===== src/rtl/mdrop_pkg.sv =====
package mdrop_pkg;

    typedef enum logic [1:0] {
        FILT_BYPASS = 2'd0,
        FILT_KEEP   = 2'd1,
        FILT_DROP   = 2'd2
    } filt_mode_e;

    typedef struct packed {
        logic accept;
        logic hit;
        logic sel_load;
        logic sel_next;
    } filt_dec_t;

    function automatic filt_dec_t filt_decide(
        input filt_mode_e mode,
        input logic       is_addr,
        input logic       addr_hit,
        input logic       selected
    );
        filt_dec_t d;
        d = '0;
        case (mode)
            FILT_KEEP, FILT_DROP: begin
                if (is_addr) begin
                    d.hit      = addr_hit;
                    d.sel_load = 1'b1;
                    d.sel_next = addr_hit;
                    d.accept   = addr_hit && (mode == FILT_KEEP);
                end else begin
                    d.accept   = selected;
                end
            end
            default: begin
                d.accept   = 1'b1;
                d.sel_load = 1'b1;
                d.sel_next = 1'b0;
            end
        endcase
        return d;
    endfunction

endpackage


===== src/rtl/mdrop_mode_dec.sv =====
module mdrop_mode_dec
    import mdrop_pkg::*;
#(
    parameter int MODE_W    = 3,
    parameter int KEEP_CODE = 3,
    parameter int DROP_CODE = 4
) (
    input  logic [MODE_W-1:0] code_i,
    output filt_mode_e        mode_o
);
    localparam logic [MODE_W-1:0] KEEP_V = MODE_W'(KEEP_CODE);
    localparam logic [MODE_W-1:0] DROP_V = MODE_W'(DROP_CODE);

    always_comb begin
        if (code_i == KEEP_V)      mode_o = FILT_KEEP;
        else if (code_i == DROP_V) mode_o = FILT_DROP;
        else                       mode_o = FILT_BYPASS;
    end
endmodule


===== src/rtl/mdrop_addr_cmp.sv =====
module mdrop_addr_cmp #(
    parameter int DATA_W  = 8,
    parameter int NUM_REF = 2
) (
    input  logic [DATA_W-1:0]              char_i,
    input  logic [NUM_REF-1:0][DATA_W-1:0] refs_i,
    output logic                           hit_o
);
    logic [NUM_REF-1:0] eq;

    for (genvar i = 0; i < NUM_REF; i++) begin : g_ref
        assign eq[i] = (char_i == refs_i[i]);
    end

    assign hit_o = |eq;
endmodule


===== src/rtl/mdrop_sel_reg.sv =====
module mdrop_sel_reg
    import mdrop_pkg::*;
(
    input  logic      clk,
    input  logic      rst,
    input  logic      valid_i,
    input  filt_dec_t dec_i,
    output logic      sel_o
);
    always_ff @(posedge clk) begin
        if (rst)
            sel_o <= 1'b0;
        else if (valid_i && dec_i.sel_load)
            sel_o <= dec_i.sel_next;
    end
endmodule


===== src/rtl/mdrop_addr_filter.sv =====
module mdrop_addr_filter
    import mdrop_pkg::*;
#(
    parameter int DATA_W    = 8,
    parameter int MODE_W    = 3,
    parameter int KEEP_CODE = 3,
    parameter int DROP_CODE = 4
) (
    input  logic              clk,
    input  logic              rst,
    input  logic              rx_valid,
    input  logic [DATA_W-1:0] rx_data,
    input  logic              rx_addr_flag,
    input  logic [DATA_W-1:0] ucast_addr,
    input  logic [DATA_W-1:0] mcast_addr,
    input  logic [MODE_W-1:0] filt_mode,
    output logic              acc_valid,
    output logic [DATA_W-1:0] acc_data,
    output logic              addr_match
);
    localparam int NUM_REF = 2;

    filt_mode_e                 mode;
    logic [NUM_REF-1:0][DATA_W-1:0] refs;
    logic                       hit;
    logic                       selected;
    filt_dec_t                  dec;

    assign refs[0] = ucast_addr;
    assign refs[1] = mcast_addr;

    mdrop_mode_dec #(
        .MODE_W(MODE_W), .KEEP_CODE(KEEP_CODE), .DROP_CODE(DROP_CODE)
    ) u_mode (
        .code_i(filt_mode),
        .mode_o(mode)
    );

    mdrop_addr_cmp #(.DATA_W(DATA_W), .NUM_REF(NUM_REF)) u_cmp (
        .char_i(rx_data),
        .refs_i(refs),
        .hit_o (hit)
    );

    assign dec = filt_decide(mode, rx_addr_flag, hit, selected);

    mdrop_sel_reg u_sel (
        .clk    (clk),
        .rst    (rst),
        .valid_i(rx_valid),
        .dec_i  (dec),
        .sel_o  (selected)
    );

    always_ff @(posedge clk) begin
        if (rst) begin
            acc_valid  <= 1'b0;
            addr_match <= 1'b0;
            acc_data   <= '0;
        end else begin
            acc_valid  <= rx_valid && dec.accept;
            addr_match <= rx_valid && dec.hit;
            if (rx_valid)
                acc_data <= rx_data;
        end
    end
endmodule


===== config.mk =====
export PLATFORM = sky130hd
export DESIGN_NAME = mdrop_addr_filter
export DESIGN_NICKNAME = d
export VERILOG_FILES = /design/src/rtl/mdrop_pkg.sv /design/src/rtl/mdrop_mode_dec.sv /design/src/rtl/mdrop_addr_cmp.sv /design/src/rtl/mdrop_sel_reg.sv /design/src/rtl/mdrop_addr_filter.sv
export SDC_FILE = /design/constraint.sdc
export NUM_CORES = 1
export LEC_CHECK = 0
export ABC_CLOCK_PERIOD_IN_PS = 1250
export BUFFER_PORTS_ARGS = -buffer_cell sky130_fd_sc_hd__buf_2
export CAP_MARGIN = 10
export CORE_MARGIN = 10
export CORE_UTILIZATION = 40
export CTS_CLUSTER_SIZE = 8
export DETAILED_ROUTE_END_ITERATION = 8
export GPL_TIMING_DRIVEN = 1
export PLACE_DENSITY = 0.77
export SYNTH_ARGS = -nofsm -noshare
export SYNTH_HDL_FRONTEND = slang
export SYNTH_SLANG_ARGS = --single-unit

===== constraint.sdc =====
create_clock -name clk -period 1.25 [get_ports clk]
set_clock_uncertainty 0.05 [all_clocks]
set_input_delay 0.0625 -clock clk [delete_from_list [all_inputs] [get_ports clk]]
set_output_delay 0.0625 -clock clk [all_outputs]
set_load 0.05 [all_outputs]

-- After elaboration in Yosys (flattened, before gate mapping)
Cells that the tools add are included.
- word-level logic and storage cells: 23
- output and inout bits: 10
- bits in registers: 11
- bits of input ports: 31
- reduce and logical (&&, ||, !) cells: 6
- equal/unequal tests: 6
- muxes and demuxes: 7
- operators by type and width (cell ; count):
    equality test 8 bit ; 2
    two-way mux 2 bit ; 3
    logical AND 1 bit ; 4
    OR reduction 2 bit ; 2
    equality test 3 x 2 -> 1 bit (second input constant) ; 1
    equality test 3 bit (second input constant) ; 1
    two-way mux 1 bit ; 3
    two-way mux 3 bit ; 1
    equality test 2 x 1 -> 1 bit (second input constant) ; 1
    equality test 2 bit (second input constant) ; 1

-- Logic depth before layout (Yosys ltp)
- depth after elaboration: 8
- mapped depth: 5
- mapped depth without buffers: 4

-- Hierarchy
A second synthesis with hierarchy kept.
- cells, all modules: 65
- area, all modules: 630.6 um2
- modules (own cells, without submodules) (module ; instances ; cells an instance ; sequential area each (um2) ; area an instance (um2)):
    mdrop_addr_filter ; 1 ; 38 ; 200.2 ; 394.1
    mdrop_addr_cmp ; 1 ; 21 ; 0.0 ; 171.4
    mdrop_sel_reg ; 1 ; 4 ; 20.0 ; 43.8
    mdrop_mode_dec ; 1 ; 2 ; 0.0 ; 21.3

-- Worst setup path after synthesis
No wires, ideal clock.
- kind: in2reg
- start: input port rst
- end: register u_sel.sel_o
- required time: 1130 ps
- arrival time: 869 ps
- buffers on the path: 1
- path slack: 261 ps
- setup time: 70 ps
- stages on the path: 5
- cells stage by stage: buf_2 -> and2b_1 -> nand2_1 -> or2_2 -> o2bb2ai_1
- RTL lines (what ; line ; source):
    start, declared ; mdrop_addr_filter.sv:10 ; input logic rst,
    end signal, assigned ; mdrop_sel_reg.sv:14 ; sel_o <= dec_i.sel_next;
    end, declared ; mdrop_sel_reg.sv:8 ; output logic sel_o

-- Final worst setup path
- start: input port rx_data[6]
- end: register acc_valid
- longest elaborated chain between the ends: 6
- elaborated cells between the ends (all ways): 7
- those cells by class: eq/ne (2); mux (2); reduce/logical (3)
- ends and longest elaborated chain (what ; line ; source):
    start, declared ; mdrop_addr_filter.sv:12 ; input logic [DATA_W-1:0] rx_data,
    equality test 8 bit ; mdrop_addr_cmp.sv:12 ; assign eq[i] = (char_i == refs_i[i]);
    OR reduction 2 bit (*) ; mdrop_addr_cmp.sv:15 ; assign hit_o = |eq;
    logical AND 1 bit (*) ; mdrop_pkg.sv:30 ; d.accept = addr_hit && (mode == FILT_KEEP);
    two-way mux 1 bit (*) ; mdrop_pkg.sv:26 ; if (is_addr) begin
    two-way mux 1 bit (*) ; mdrop_pkg.sv:24 ; case (mode)
    logical AND 1 bit (*) ; mdrop_addr_filter.sv:61 ; acc_valid <= rx_valid && dec.accept;
    end signal, assigned ; mdrop_addr_filter.sv:61 ;
    end, declared ; mdrop_addr_filter.sv:17 ; output logic acc_valid,
Mark *: on every way between the ends. The rest lies on a longest branch, timed or not.
A chain may end at the register's enable or synchronous reset.

==> summary.txt <==
Run status
  – Status: finished clean

STA
  – Final setup vio count: 0
  – Hold_ws: 29.2 ps
  – Slew Viols, Final: 0
  – Tmin final: 995 ps
  – Slew of the pin with the lowest slew margin: 326 ps
  – Setup tns final: 0 ps
  – Slew headroom: between 70% and 80%
  – Period utilisation layout: 79.6%
  – Fmax: 1010 MHz
  – Final Hold Fails: 0
  – RSZ-0062 raised after global routing: false

Yosys
  – Count of different cell masters after synthesis: 18
  – Synthesized area: 612 sq um
  – Post-synthesis sequential area ratio: between 30% and 40%
  – Seq cells post-synth: 11
  – Mapped Nets: 94
  – Synthesized instance count: 63
  – Synth warn: 0
  – Synth area leaders: dfxtp_1 (36%), xor2_1 (23%), mux2i_1 (13%)
  – Avg Inst Size Synth: 9.71 sq um
  – Post-synth top area share: 36.0%
  – Cell taking the most area after synthesis: dfxtp_1

Floorplan
  – Core area: approximately 0.0015 sq mm
  – Die ar.: 0.00349 sq mm
  – Die Wd: roughly 59 um
  – # IOs: around 40
  – Die Span Y: 59.1 um
  – Row count: 14
  – Starting Density: roughly two fifths

Route
  – Met2 WL: 971 um
  – Drt drc: 0
  – WL/cell: 14.4 um
  – Post-Route M1 WL: 639 um
  – Iter 0 DRT Violations: 3
  – Routed wl met3: 130 um
  – Total vias in the final route: between 500 and 600
  – 1st-pass router iterations: 4
  – Via density: 4.82
  – Uppermost routed layer: met4
  – Routed WL: 1770 um
  – Post-route ant nets: 0

Worst setup path
  – Crit. End Element: register
  – Worst-path maximum fanout: 3
  – Worst reg-to-reg setup slack: about 350 ps
  – CP Data Required Time: approximately 1400 ps
  – Startpoint types: input pin
  – CP arrival: 1140 ps
  – Crit Path Category: in -> reg

Finish
  – Area grow syn2layout: 40.7%
  – Fillers: 149
  – Ant diodes: 0
  – Share of layout cells above drive strength 1: 45.8%
  – Most frequent cells in the layout: buf_2 (40), xor2_1 (16), dfxtp_1 (11)
  – Commonest non-fill, non-tap cell in the layout: buf_2
  – NumNets Final: approximately 140

CTS
  – Hold_buf cts: 0
  – Inserted Clock Buffers: 3
  – CTS Buffer Depth: 2
  – Num Clock Sinks: 11
  – CTS tree: built
  – Skew-Pair Late Insertion Delay: 270 ps
  – Clk root buf: clkbuf_4
  – CTS H-tree lvls: 1
  – Clk pin slew, worst setup/hold paths: 70 ps
  – Post_cts resized: 0
  – Post-CTS Setup Bufs: 0

Power and ir drop
  – Pwr/cell area: between 900 and 1000 mW/mm^2
  – Leakage dissipation: 0.442 nW
  – Maximum vdd drop: 0.667 mV
  – Sw Share: 31.9%
  – Clock share of power: 28.4%
  – Combinational Power Share: 28.0%
  – Part of the power in registers: 43.6%
  – Int Power: 586 uW
  – Psw: ~270 uW

Run
  – Max-cap violations: 0

Placement
  – HPWL after DPL: 1540 um
  – RePlAce Congestion: 0.763
  – Port bufs: 40

Hold path
  – Worst hold path type: in -> reg

GRT
  – Vias in the first global route: 623
  – Initial antenna violation count: 0
  – Largest net degree at the start of global routing: 10
  – First-pass GRT wire length: 2700 um
  – Total track usage: 10.4%
  – GRT Residual Overflow: 0
critical path, stage by stage:
cell	delay (ps)
buf_2	120
xor2_1	160
nor4_1	350
a22oi_1	180
o31ai_2	260
per-layer routing:
metal,vias up,global-route usage [%]
li1,303,-
met1,268,9.21
met2,20,18.6
met3,2,5.79
met4,0,4.92
met5,-,0
cell type report:
type	instances	area (sq um)	area share [%]
clock buffer	4	26.3	3.05
sequential	11	220	25.6
multi-input combinational	50	379	44.0
timing repair buffer	42	215	25.0
tap	16	20.0	2.33
state kept, by name (all words and copies together), names as in the netlist:
name	flops
u_sel.sel_o	1
acc_data	8
addr_match	1
acc_valid	1
through the flow:
stage               setup slack (ps)  util [%]  instances  total power [mW]  instance area (sq um)
global placement                34.5      56.7        119             0.620                    835
finish                           255      58.5        123             0.860                    861
floorplan                        261         -         63             0.528                    612
detailed placement             -57.5      56.7        119             0.625                    835
global route                     159      58.5        123             0.903                    861
CTS                              228      58.5        123             0.872                    861
cell families (layout without fill, tap and decap cells):
family,Yosys count,count (layout),synth area share (%)
compound gates,6,6,7.57
mux,8,8,13.1
xor+xnor,16,16,22.9
flops,11,11,36.0
simple gates,20,20,18.4
buf+inv,2,46,2.04
power groups by stage:
stage,clock network [mW],registers (mW),logic [mW]
finish,0.245,0.375,0.241
floorplan,0,0.443,0.0855
global placement,0,0.382,0.238
detailed placement,0,0.383,0.242
CTS,0.254,0.375,0.243
global route,0.266,0.376,0.261
worst paths after layout:
path | start | endpoint | cells after the start
worst min-delay path | rx_data[6] | acc_data[6] | 3
worst max-delay path | rx_data[6] | acc_valid | 5
worst max register to register | u_sel.sel_o | acc_valid | 3
worst min register to register | acc_data[0] | acc_data[0] | 2
synthesized netlist by cell type:
cell type	instances
mux2i_1	8
nor4_1	2
nor2_1	10
nor2b_1	2
and2b_1	1
buf_2	1
o2bb2ai_1	1
xor2_1	16
nand2_1	1
a22oi_1	1
nand3b_1	1
a21boi_0	1
buf_4	1
or2_2	1
o31ai_2	1
o21ai_0	2
dfxtp_1	11
nor4_2	2
Power figures use the tool's default switching activity.
